### src/rtl/uart_echo_trim.sv
module uart_echo_trim #(
  parameter int DW         = 8,
  parameter int OSR        = 16,
  parameter int MAX_TRIM   = 4,
  parameter int FIXED_TRIM = 1
) (
  input  logic          clk,
  input  logic          rst_n,
  input  logic          tick16,
  input  logic          fixed_mode,
  input  logic          rx_valid,
  input  logic [DW-1:0] rx_byte,
  output logic          tx,
  output logic          overrun
);
  localparam int SW = $clog2(OSR);
  localparam int TW = $clog2(MAX_TRIM + 1);
  localparam int BW = $clog2(DW);
  localparam logic [1:0] S_IDLE = 2'd0, S_START = 2'd1, S_DATA = 2'd2, S_STOP = 2'd3;

  logic [1:0]    st;
  logic [SW-1:0] sub;
  logic [BW-1:0] bitn;
  logic [DW-1:0] shreg, hold_data;
  logic          hold_full;
  logic [TW-1:0] trim;
  logic [SW:0]   stop_len, last;
  logic          bit_end, stop_end, take;

  assign stop_len = fixed_mode ? (SW+1)'(OSR - FIXED_TRIM)
                               : (SW+1)'(OSR) - (SW+1)'(trim);
  assign last     = (st == S_STOP) ? stop_len - (SW+1)'(1) : (SW+1)'(OSR - 1);
  assign bit_end  = tick16 && ({1'b0, sub} == last);
  assign stop_end = (st == S_STOP) && bit_end;
  assign take     = hold_full && ((st == S_IDLE) || stop_end);
  assign tx       = (st == S_START) ? 1'b0 : (st == S_DATA) ? shreg[0] : 1'b1;

  always_ff @(posedge clk) begin
    if (!rst_n) begin
      hold_full <= 1'b0;
      hold_data <= '0;
      overrun   <= 1'b0;
    end else if (rx_valid) begin
      if (hold_full && !take) overrun <= 1'b1;
      else begin
        hold_full <= 1'b1;
        hold_data <= rx_byte;
      end
    end else if (take) begin
      hold_full <= 1'b0;
    end
  end

  always_ff @(posedge clk) begin
    if (!rst_n) begin
      st    <= S_IDLE;
      sub   <= '0;
      bitn  <= '0;
      shreg <= '0;
    end else if (take) begin
      st    <= S_START;
      sub   <= '0;
      bitn  <= '0;
      shreg <= hold_data;
    end else if (tick16 && st != S_IDLE) begin
      if (bit_end) begin
        sub <= '0;
        case (st)
          S_START: st <= S_DATA;
          S_DATA: begin
            shreg <= shreg >> 1;
            bitn  <= bitn + BW'(1);
            if (bitn == BW'(DW - 1)) st <= S_STOP;
          end
          default: st <= S_IDLE;
        endcase
      end else begin
        sub <= sub + SW'(1);
      end
    end
  end

  always_ff @(posedge clk) begin
    if (!rst_n) trim <= '0;
    else if (stop_end) begin
      if (hold_full && trim != TW'(MAX_TRIM)) trim <= trim + TW'(1);
      else if (!hold_full && trim != '0)      trim <= trim - TW'(1);
    end
  end
endmodule


### config.mk
export PLATFORM = sky130hd
export DESIGN_NAME = uart_echo_trim
export DESIGN_NICKNAME = d
export VERILOG_FILES = /design/src/rtl/uart_echo_trim.sv
export SDC_FILE = /design/constraint.sdc
export NUM_CORES = 1
export LEC_CHECK = 0
export BUFFER_PORTS_ARGS = -buffer_cell sky130_fd_sc_hd__buf_2
export CORE_UTILIZATION = 49
export CTS_CLUSTER_SIZE = 14
export DETAILED_ROUTE_END_ITERATION = 7
export PLACE_DENSITY = 0.76
export SLEW_MARGIN = 20
export SYNTH_ARGS = -nofsm -noshare
export SYNTH_HDL_FRONTEND = slang
export SYNTH_SLANG_ARGS = --single-unit
### constraint.sdc
create_clock -name clk -period 3.43 [get_ports clk]
set_input_delay 0.686 -clock clk [delete_from_list [all_inputs] [get_ports clk]]
set_output_delay 0.686 -clock clk [all_outputs]
set_load 0.05 [all_outputs]
Yosys cells after proc, flatten, opt, wreduce, memory -nomap -nowiden
Cells that the tools add are included.
{ "totals": {"input_bits": 13, "ff_bits": 30, "output_inout_bits": 2, "elab_cells": 72} }
{ "op_classes": {"reduce_logical": 27, "eq_ne": 9, "n_addsub": 6, "mux": 19, "bitwise": 2} }
{ "ops": {"columns": ["operator", "count"], "rows": [
  ["$mux W8", 4],
  ["$reduce_and A3 Y1", 4],
  ["$reduce_bool A2 Y1", 6],
  ["$mux W5", 2],
  ["$mux W1", 8],
  ["$reduce_and A2 Y1", 4],
  ["$logic_and A1 B1 Y1", 7],
  ["$add A3 B1 Y3 const B", 2],
  ["$mux W3", 2],
  ["$eq A4 B5 Y1", 1],
  ["$sub A5 B1 Y5 const B", 1],
  ["$sub A5 B3 Y5 const A", 1],
  ["$add A4 B1 Y4 const B", 1],
  ["$eq A2 B2 Y1 const B", 2],
  ["$mux W4", 1],
  ["$pmux W2 S2", 1],
  ["$eq A3 B3 Y1 const B", 1],
  ["$ne A3 B2 Y1 const B", 1],
  ["$ne A3 B3 Y1 const B", 1],
  ["$reduce_bool A3 Y1", 1],
  ["$sub A3 B1 Y3 const B", 1],
  ["$eq A2 B1 Y1 const B", 1],
  ["$logic_not A1 Y1", 2],
  ["$logic_not A2 Y1", 1],
  ["6 further kinds", 7]
]} }

Longest topological paths before layout
Gate-level depths: netlist of run 1.
{ "logic_depth": {"ltp_word": 13, "mapped_depth": 12, "ltp_nobuf": 11} }

Least setup slack after synthesis of run 1
Ideal clock, no wire load.
{ "synth_path": {"path_kind": "register to register", "start": "register trim[0]", "end": "register overrun", "path_stages_with_launch": 12, "period_less_slack_ps": 2733, "n_path_buf": 0, "arrival_time_ps": 2619, "required_time_ps": 3315, "setup_time_ps": 115, "path_slack_ps": 697, "path_cell_list": "dfxtp_1 inv_1 ha_1 nor2_1 ha_1 or3b_1 a211oi_2 a2bb2oi_1 a2111oi_4 nor2_1 and2_1 o21a_1"} }
{ "synth_between": {"elab_chain_cells": 12} }
{ "synth_lines": {"columns": ["item", "line_no", "rtl"], "rows": [
  ["start, declared", "26", "logic [TW-1:0] trim;"],
  ["start signal, assigned", "86", "if (hold_full && trim != TW'(MAX_TRIM)) trim <= trim + TW'(1);"],
  ["start signal, assigned", "87", "else if (!hold_full && trim != '0) trim <= trim - TW'(1);"],
  ["$sub A5 B3 Y5", "31", ": (SW+1)'(OSR) - (SW+1)'(trim);"],
  ["$mux W5", "30", "assign stop_len = fixed_mode ? (SW+1)'(OSR - FIXED_TRIM)"],
  ["$sub A5 B1 Y5", "32", "assign last = (st == S_STOP) ? stop_len - (SW+1)'(1) : (SW+1)'(OSR - 1);"],
  ["$mux W5", "32", null],
  ["$eq A4 B5 Y1", "33", "assign bit_end = tick16 && ({1'b0, sub} == last);"],
  ["$logic_and A1 B1 Y1", "33", null],
  ["$logic_and A1 B1 Y1", "34", "assign stop_end = (st == S_STOP) && bit_end;"],
  ["$logic_or A1 B1 Y1", "35", "assign take = hold_full && ((st == S_IDLE) || stop_end);"],
  ["$logic_and A1 B1 Y1", "35", null],
  ["$logic_not A1 Y1", "44", "if (hold_full && !take) overrun <= 1'b1;"],
  ["$logic_and A1 B1 Y1", "44", null],
  ["$reduce_and A2 Y1 (no line)", null, null],
  ["end signal, assigned", "42", "overrun <= 1'b0;"],
  ["end signal, assigned", "44", null],
  ["end, declared", "14", "output logic overrun"]
]} }
Every way passes these cells.
A chain may end at the register's enable or synchronous reset.

Worst setup path after layout of run 1
{ "layout_path": {"start": "register trim[0]", "end": "register bitn[1]"} }
{ "layout_between": {"elab_chain_cells": 10, "elab_cells_between_ends": 11, "classes_between": "add/sub (2); eq/ne (1); mux (2); reduce/logical (6)"} }
{ "layout_lines": {"columns": ["item", "line_no", "rtl"], "rows": [
  ["$sub A5 B3 Y5 *", "31", null],
  ["$mux W5 *", "30", null],
  ["$sub A5 B1 Y5 *", "32", null],
  ["$mux W5 *", "32", null],
  ["$eq A4 B5 Y1 *", "33", null],
  ["$logic_and A1 B1 Y1 *", "33", null],
  ["$logic_and A1 B1 Y1", "34", null],
  ["$logic_or A1 B1 Y1", "35", null],
  ["$logic_and A1 B1 Y1", "35", null],
  ["$reduce_or A2 Y1 (no line)", null, null],
  ["end signal, assigned", "72", "bitn <= bitn + BW'(1);"],
  ["end, declared", "23", "logic [BW-1:0] bitn;"]
]} }
Every way passes the cells marked *; elsewhere a longest branch is shown, timed or not.

==> impl_metrics.yaml, run 1 <==
synth:
  postSynthAreaPerCell_sq_um: 9.477
  synth_area_leader_cell: "dfxtp_1"
  yosys_warnings: 0
  synth-seq-cells: 30
  synth_edf_count: 0
  async_reset_ff_frac: 0
  yosysTopAreaCellShare: 0.3501
  syn_inst: 181
  synthTopCellsByArea: "dfxtp_1 35%, mux2i_1 11%, ha_1 8.0%"
  syn_nets: 206
  synthDistinctLibCells: 43
  synth_flop_cell: "dfxtp_1"
  yosysSeqAreaShare: 0.3501
  synthesis.area_sq_um: 1715
worst_setup_path:
  r2r_cells: 11
  slowest_stage: "a2111oi_4"
  path_cells: "inv_1, ha_1, nor2_1, ha_1, or3b_1, a211oi_2, a2bb2oi_1, a2111oi_4, o21ai_4, nand2_1, nor2_1"
  crit_arrival_ns: 3.24
  endpoint_kind: "flip-flop"
  path_max_fanout: 18
  start_kind: "flip-flop"
  path_depth: 11
  crit_start: "trim[0]"
  cp.buffers_inverters: 1
  crit_type: "flip-flop to flip-flop"
  crit_family: "compound AO/OA/AOI/OAI gates"
  max_stage_delay_ns: 0.49
  r2r_start: "trim[0]"
  worstPathRequired_ns: 3.65
sta:
  drv_slew: 0
  fin_crit_sh: 0.8823
  rsz0062_at_grt: "false"
  tightest_slew_ns: 0.5064
  setup_tns_ns: 0
  finalClockSkew_ns: 0.003726
  final-hold-violation-count: 0
  finalCriticalPeriod_ns: 3.026
  max_freq_ghz: 0.3304
  slew_headroom: 0.6624
  setup_viol: 0
clock_network:
  root_buffer: "clkbuf_4"
  clk_latency_ns: 0.32
  htreeDepth: 2
  cts_buffer_depth: 2
  cts_resized: 0
  cts_tree: "done"
  postCtsSetupRepairBufs: 0
  hold_buffers: 0
  path_clk_slew_ns: 0.10
  clock-sinks: 30
  cts_made_buffers: 5
global_routing:
  grt_pass1_wl_mm: 5.168
  antenna_found_initial: 0
  grt_max_degree: 26
  grt_pass1_vias: 1174
  grt_usage: 0.1921
  overflow: 0
layout:
  final_cell_mix: "30 x dfxtp_1, 18 x mux2i_1, 14 x buf_2, 12 x a21oi_1"
  drive_above_1_share: 0.1650
  fin_util: 0.5647
  layout_commonest_cell: "dfxtp_1"
  final_nets: 224
  syn_to_final_growth_pct: 9.847
  finalNonFillerCells: 246
  n_antenna_cell: 0
placed_design:
  placedCellCount: 238
  io_buffers: 14
  dp.final_hpwl_mm: 2.294
  place_congestion: 0.7797
hold_path:
  hp-start: "overrun"
  min-delay-path-class: "flip-flop to flip-flop"
  min_path_cells: 1
routing:
  post_drt_wl_per_cell_microns: 12.37
  drc: 0
  dr.pass1.iters: 4
  ant_nets: 0
  via_per_inst: 5.285
  totalWireLength_mm: 3.043
  drtIter0Drc: 45
  vias: 1300
power:
  powerDensity_nw_per_um2: 352.6
  vdd_drop_max_mv: 0.2718
  p_leak_nw: 0.6795
die:
  start_util: 0.5141
  die_w_microns: 61.17
  pin_count: 15
  core_area_sq_um: 3337
  rows: 21
  die_y_microns: 61.17
  dieArea_sq_um: 3741
outcome:
  status: "finished, final reports clean"
run:
  timing.max_cap.violations: 0
## cell usage after synthesis, drive strengths merged, types with 2 or more instances
master	number
inv	10
a31oi	3
buf	3
dfxtp	30
clkbuf	2
xnor2	7
nor4b	2
a21oi	12
and2	4
a211oi	2
nor3	4
nor2	9
nand2	11
nand3	5
nor2b	10
o21a	2
nand2b	4
mux2i	18
o21ai	15
ha	11
## cell families after synthesis
logic type               count (synthesis)  share of synthesized area
AO/OA/AOI/OAI                           40                     0.1707
buffers and inverters                   15                    0.04377
XOR/XNOR                                 8                    0.04085
adder cells (fa/ha/maj)                 12                    0.09190
AND/OR/NAND/NOR                         57                     0.1911
multiplexers                            19                     0.1116
flip-flops                              30                     0.3501
## path summary, 6_finish.rpt
kind,slack (ns),endpoint
max,0.40,bitn[1]
min,0.47,overrun
max reg2reg,0.40,bitn[1]
min reg2reg,0.47,overrun
## registers in the layout, summed over array words and instances, names as in the netlist
register / cells
sub: 4
hold_full: 1
bitn: 3
trim: 3
st: 2
shreg: 8
hold_data: 8
overrun: 1
## area by class of cell
type | instances | area [sq um]
multi-input cells | 136 | 1040
clock buffers | 6 | 51.30
flip-flops and latches | 30 | 600.6
clock inverters | 2 | 12.51
fillers | 310 | 1453
well taps | 46 | 57.56
inverters | 10 | 37.54
repair buffers | 16 | 85.08
## routing by layer
| metal | track usage | routed length, microns | share of wire |
|---|---|---|---|
| met1 | 0.2438 | 1502 | 0.49 |
| met2 | 0.3106 | 1392 | 0.46 |
| met3 | 0.04412 | 113 | 0.037 |
| met4 | 0.08766 | 35 | 0.012 |
| met5 | 0 | 0 | 0 |
## where the power goes
| group | total, mW | internal [mW] | leakage (nW) | switching [mW] |
|---|---|---|---|---|
| combinational | 0.0688 | 0.0302 | 0.400 | 0.0386 |
| clock | 0.223 | 0.0985 | 0.0343 | 0.124 |
| sequential | 0.373 | 0.363 | 0.245 | 0.00995 |
## per-stage QoR
| step | power (mW) | hold slack [ns] | worst slack (ns) | cell area (sq um) |
|---|---|---|---|---|
| 6_report | 0.6643 | 0.4673 | 0.4036 | 1884 |
| 3_5_place_dp | 0.4500 | 0.4523 | 0.3664 | 1821 |
| 5_1_grt | 0.7008 | 0.5069 | 0.1275 | 1884 |
| 2_1_floorplan | 0.4301 | 0.4646 | 0.6965 | 1715 |
| 4_1_cts | 0.6727 | 0.4759 | 0.3787 | 1884 |
| 3_3_place_gp | 0.4481 | 0.4502 | 0.4352 | 1821 |
No activity file was read; power rests on OpenSTA's default activity.
==> run 2: changes to the inputs <==
ABC_AREA = 1   (was unset)
==> run 2 against run 1 <==
Net effect:
- combinational power rose by 6.7%
- die area fell by 2.5%
- clock-buffer cell count did not move
- maximum frequency rose by 11%
- sequential cell count did not move
- global-route usage rose by 1.5 points
- via count rose by 13%
- worst hold slack improved by 0.0055 ns
- non-clock buffer count fell by 2
- first-iteration DRC count rose by 33%
- critical endpoint is now sub[0]
==> impl_metrics.yaml, run 2 <==
layout:
  layout_commonest_cell: "nand2_1"
  design_area_sq_um: 1802
  n_antenna_cell: 0
  n_fill_cell: 318
  syn_to_final_growth_pct: 7.865
  fin_util: 0.5714
  drive_above_1_share: 0.1551
  largestRegisters: "hold_data: 8 flops, shreg: 8 flops, sub: 4 flops"
  final_cell_mix: "39 x nand2_1, 30 x dfxtp_1, 29 x nor2_1, 25 x nand3_1, 20 x inv_1"
  final_nets: 269
die:
  dieArea_sq_um: 3646
  die_w_microns: 60.39
  core_area_sq_um: 3153
  die_y_microns: 60.39
  rows: 20
  start_util: 0.5298
  pin_count: 15
global_routing:
  grt_pass1_vias: 1261
  grt_usage: 0.2067
  grt_pass1_wl_mm: 5.589
  overflow: 0
  antenna_found_initial: 0
  grt_max_degree: 25
sta:
  drv_slew: 0
  finalClockSkew_ns: 0.01533
  slew_headroom: 0.7083
  finalCriticalPeriod_ns: 2.715
  tightest_slew_ns: 0.4376
  max_freq_ghz: 0.3684
  rsz0062_at_grt: "false"
  fin_crit_sh: 0.7914
  setup_tns_ns: 0
  final-hold-violation-count: 0
  setup_viol: 0
worst_setup_path:
  crit_start: "trim[0]"
  start_kind: "flip-flop"
  path_max_fanout: 24
  endpoint_kind: "flip-flop"
  r2r_start: "trim[0]"
  crit_type: "flip-flop to flip-flop"
  path_cells: "inv_2, ha_1, nor2_1, ha_1, nand3_2, nor2_2, nor2_1, nor2_1, nor2_4, nand3_2, nand2_2, nand2_2, nand2_1, a211oi_1"
  worst_path_most_repeated_cell: "nor2_1"
  max_stage_delay_ns: 0.44
  r2r_cells: 14
  crit_arrival_ns: 2.95
  worstPathRequired_ns: 3.67
  slowest_stage: "dfxtp_1"
routing:
  via_per_inst: 5.062
  ant_nets: 0
  drtIter0Drc: 60
  drc: 0
  totalWireLength_mm: 3.092
  post_drt_wl_per_cell_microns: 10.70
  vias: 1463
  dr.pass1.iters: 4
hold_path:
  min-delay-path-class: "flip-flop to flip-flop"
  min_path_cells: 1
  hp-start: "overrun"
synth:
  synthesis.area_sq_um: 1670
  yosys_warnings: 0
  synth_area_leader_cell: "dfxtp_1"
  synth_common_cells: "39 x nand2_1, 30 x dfxtp_1, 29 x nor2_1, 25 x nand3_1, 20 x inv_1"
  synthTopCellsByArea: "dfxtp_1 36%, nand2_1 8.8%, ha_1 8.2%"
  synthDistinctLibCells: 32
  yosysTopAreaCellShare: 0.3596
  syn_nets: 255
  yosysSeqAreaShare: 0.3596
  yosysMostFrequentCell: "nand2_1"
  async_reset_ff_frac: 0
  synth_flop_cell: "dfxtp_1"
  synth-seq-cells: 30
  synth_edf_count: 0
  syn_inst: 230
  postSynthAreaPerCell_sq_um: 7.262
clock_network:
  cts_made_buffers: 5
  cts_buffer_depth: 2
  hold_buffers: 0
  htreeDepth: 2
  root_buffer: "clkbuf_4"
  cts_resized: 0
  cts_tree: "done"
  path_clk_slew_ns: 0.09
  postCtsSetupRepairBufs: 0
  clock-sinks: 30
  clk_latency_ns: 0.33
power:
  p_leak_nw: 0.7910
  vdd_drop_max_mv: 0.2616
  powerDensity_nw_per_um2: 372.3
run:
  timing.max_cap.violations: 0
placed_design:
  io_buffers: 14
  dp.final_hpwl_mm: 2.309
  post_dp_cell_area_sq_um: 1738
  place_congestion: 0.8336
outcome:
  status: "finished, final reports clean"
==> run 2: cell count changes after synthesis, sizes merged, moves of 5 or more <==
| cell | delta |
|---|---|
| nand3 | +22 |
| nor2b | -10 |
| o21ai | +5 |
| inv | +13 |
| mux2i | -18 |
| xnor2 | -6 |
| nor2 | +25 |
| nand2 | +34 |
==> run 2: routing by layer <==
layer,GRT usage,share of wire,vias up
li1,-,-,785
met1,0.3001,0.51,637
met2,0.2904,0.43,34
met3,0.04904,0.041,7
met4,0.08970,0.017,0
met5,0,0,-
==> run 2: layout make-up <==
type                       count  area, sq um  area share
inverter                      24        90.09     0.05000
multi-input combinational    169        922.1      0.5118
clock buffer                   6        51.30     0.02847
clock inverter                 2        12.51    0.006944
sequential                    30        600.6      0.3333
timing repair buffer          14        70.07     0.03889
tap                           44        55.05     0.03056
==> run 2: worst max-delay path: cells and delay by family (launching register included) <==
family | cells | cell delay (ns)
compound gates | 1 | 0.21
fa+ha+maj | 2 | 0.52
buf+inv | 1 | 0.09
flops | 1 | 0.44
simple gates | 10 | 1.36
==> run 2: final timing paths <==
check | end | slack [ns]
max | sub[0] | 0.72
min | overrun | 0.47
max reg2reg | sub[0] | 0.72
min reg2reg | overrun | 0.47
==> run 2: stage by stage <==
step	cells	hold slack [ns]	power, mW	setup slack [ns]
after global routing	289	0.4958	0.7093	0.3529
final	289	0.4728	0.6708	0.7154
after global placement	281	0.4471	0.4542	0.7537
after floorplan	230	0.4427	0.4361	1.144
after CTS	289	0.4778	0.6765	0.6795
after detailed placement	281	0.4473	0.4560	0.7091
==> run 2: cells by family (layout without fill, tap and decap cells) <==
family	after synthesis	count (layout)	share of synthesized area
and+or+nand+nor	113	113	0.3116
AOI/OAI and AO/OA	42	42	0.1356
buffers and inverters	31	46	0.08838
DFF	30	30	0.3596
adders and majority gates	12	12	0.09438
xor gates and xnor gates	2	2	0.01049
==> run 2: power by group <==
part | total (mW) | switching, mW | internal (mW)
Combinational | 0.0734 | 0.0467 | 0.0267
Clock | 0.223 | 0.125 | 0.0984
Sequential | 0.374 | 0.00996 | 0.364
Total | 0.671 | 0.181 | 0.489
==> run 3: changes to the inputs <==
PLACE_DENSITY = 0.78   (was 0.76)
clock period = 2.3 ns   (was 3.43 ns; I/O delays follow)
==> run 3 against run 2 <==
Net effect:
- sequential share of layout area fell by 3.7 points
- worst hold slack got worse by 0.11 ns
- sequential power rose by 49%
- power rose by 53%
- clock skew fell by 0.0065 ns
- routed wire length rose by 9.1%
- maximum frequency rose by 22%
- largest cell class unchanged
- highest routed layer unchanged
==> impl_metrics.yaml, run 3 (synthesis gave the netlist of run 2 again) <==
global_routing:
  overflow: 0
  grt_usage: 0.2008
  grt_pass1_wl_mm: 5.326
  grt_max_degree: 17
  antenna_found_initial: 0
  grt_pass1_vias: 1224
sta:
  drv_slew: 0
  max_freq_ghz: 0.4490
  final-hold-violation-count: 0
  finalClockSkew_ns: 0.008819
  finalCriticalPeriod_ns: 2.227
  tightest_slew_ns: 0.4839
  slew_headroom: 0.6774
  setup_viol: 0
  fin_crit_sh: 0.9683
  rsz0062_at_grt: "true"
  fin_hold_ws_ns: 0.3661
power:
  p_total_mw: 1.024
  p_sw_frac: 0.2730
  p_int_uw: 744.1
  p_sw_uw: 279.5
  p_comb_frac: 0.129
  p_seq_frac: 0.545
  p_leak_nw: 0.8943
  powerDensity_nw_per_um2: 503.7
  vdd_drop_max_mv: 0.4496
  power_frac_clock: 0.326
worst_setup_path:
  crit_end: "trim[0]"
  r2r_start: "trim[0]"
  rr_endpoint: "trim[0]"
  crit_arrival_ns: 2.44
  endpoint_kind: "flip-flop"
  worstPathRequired_ns: 2.52
  r2r_slack_ns: 0.07
  crit_start: "trim[0]"
  path_max_fanout: 6
  r2r_cells: 14
  start_kind: "flip-flop"
  crit_type: "flip-flop to flip-flop"
die:
  dieArea_sq_um: 3646
  core_area_sq_um: 3153
  die_y_microns: 60.39
  pin_count: 15
  die_w_microns: 60.39
  start_util: 0.5298
  rows: 20
layout:
  final_cell_mix: "38 x nand2_1, 28 x dfxtp_1, 27 x nor2_1, 24 x nand3_1, 19 x inv_1"
  final_nets: 283
  syn_to_final_growth_pct: 21.65
  drive_above_1_share: 0.2510
  n_antenna_cell: 0
  multiInputGateArea_sq_um: 1018
  largestRegisters: "hold_data: 8 flops, shreg: 8 flops, sub: 4 flops"
  n_fill_cell: 288
  layout_commonest_cell: "nand2_1"
  ff_latch_area_sq_um: 603.1
clock_network:
  cts_tree: "done"
  clk_latency_ns: 0.33
  path_clk_slew_ns: 0.10
  clock-sinks: 30
  htreeDepth: 2
  cts_buffer_depth: 2
  hold_buffers: 0
  cts_made_buffers: 5
  root_buffer: "clkbuf_4"
routing:
  drtIter0Drc: 60
  drc: 0
  ant_nets: 0
  vias: 1540
  via_per_inst: 5.083
  totalWireLength_mm: 3.372
  post_drt_wl_per_cell_microns: 11.13
  dr.pass1.iters: 4
placed_design:
  place_congestion: 0.7963
  dp.final_hpwl_mm: 2.344
  io_buffers: 14
hold_path:
  min-delay-path-class: "input pin to flip-flop"
outcome:
  status: "finished, final reports clean"
run:
  timing.max_cap.violations: 0
run 3: cell count changes in the layout (fill, tap and decap cells not counted), sizes merged:
| cell | previous run | this run |
|---|---|---|
| buf | 14 | 28 |
run 3: layer usage:
metal / part of all wire / wire length, microns / global-route usage / vias to the layer above
met4: 0.023 / 78 / 0.1096 / 0
met2: 0.45 / 1506 / 0.2967 / 34
met1: 0.49 / 1652 / 0.2719 / 685
met3: 0.040 / 135 / 0.04478 / 8
li1: - / - / - / 813
met5: 0 / 0 / 0 / -
run 3: per-stage QoR:
step	setup WS, ns	TNS (ns)	util	instances	instance area [sq um]
global route	-0.1057	-0.7472	0.6444	303	2032
finish	0.07292	0	0.6444	303	2032
floorplan	0.01707	0	-	230	1670
global placement	-0.02562	-0.02562	0.5837	293	1841
detailed placement	-0.02409	-0.04936	0.5837	293	1841
CTS	0.005064	0	0.6179	302	1948
run 3: worst min path at each step:
| stage | startpoint | to | slack [ns] | cells past startpoint |
|---|---|---|---|---|
| global placement | overrun | overrun | 0.45 | 1 |
| floorplan | bitn[1] | bitn[1] | 0.44 | 2 |
| finish | rx_byte[2] | hold_data[2] | 0.37 | 3 |
| global route | rx_byte[6] | hold_data[6] | 0.37 | 3 |
| CTS | rx_byte[0] | hold_data[0] | 0.36 | 3 |
| detailed placement | bitn[1] | bitn[1] | 0.46 | 2 |
run 3: timing repair:
item | in CTS | in global routing
buffers inserted | 1 | 1
hold endpoints to repair | 0 | 0
resized for setup | 9 | 16
setup endpoints to repair | 12 | 29
pin swaps | 4 | 13
run 3: worst max-delay path, cell delays in order (launching register included):
cell      delay (ns)
dfxtp_2         0.35
inv_2           0.05
ha_4            0.28
nor2_4          0.05
ha_4            0.16
o21bai_1        0.17
nand3_1         0.09
nand2_1         0.05
nand2_1         0.05
nand2_1         0.08
nor2_4          0.12
buf_4           0.12
nand4_1         0.22
o21ai_0         0.26
a21oi_1         0.06
run 3: area by class of cell:
| cell class | count | share of cell area |
|---|---|---|
| multi-input cells | 169 | 0.5012 |
| inverters | 24 | 0.04557 |
| clock inverters | 2 | 0.006158 |
| flip-flops and latches | 30 | 0.2968 |
| repair buffers | 28 | 0.09791 |
| clock buffers | 6 | 0.02525 |
| well taps | 44 | 0.02709 |
run 3: power by group through the flow:
stage	Clock (mW)	Combinational, mW	Sequential, mW
after global placement	0	0.118	0.569
final	0.333	0.132	0.558
after floorplan	0	0.0837	0.567
after CTS	0.341	0.122	0.557
after detailed placement	0	0.120	0.569
after global routing	0.365	0.149	0.560
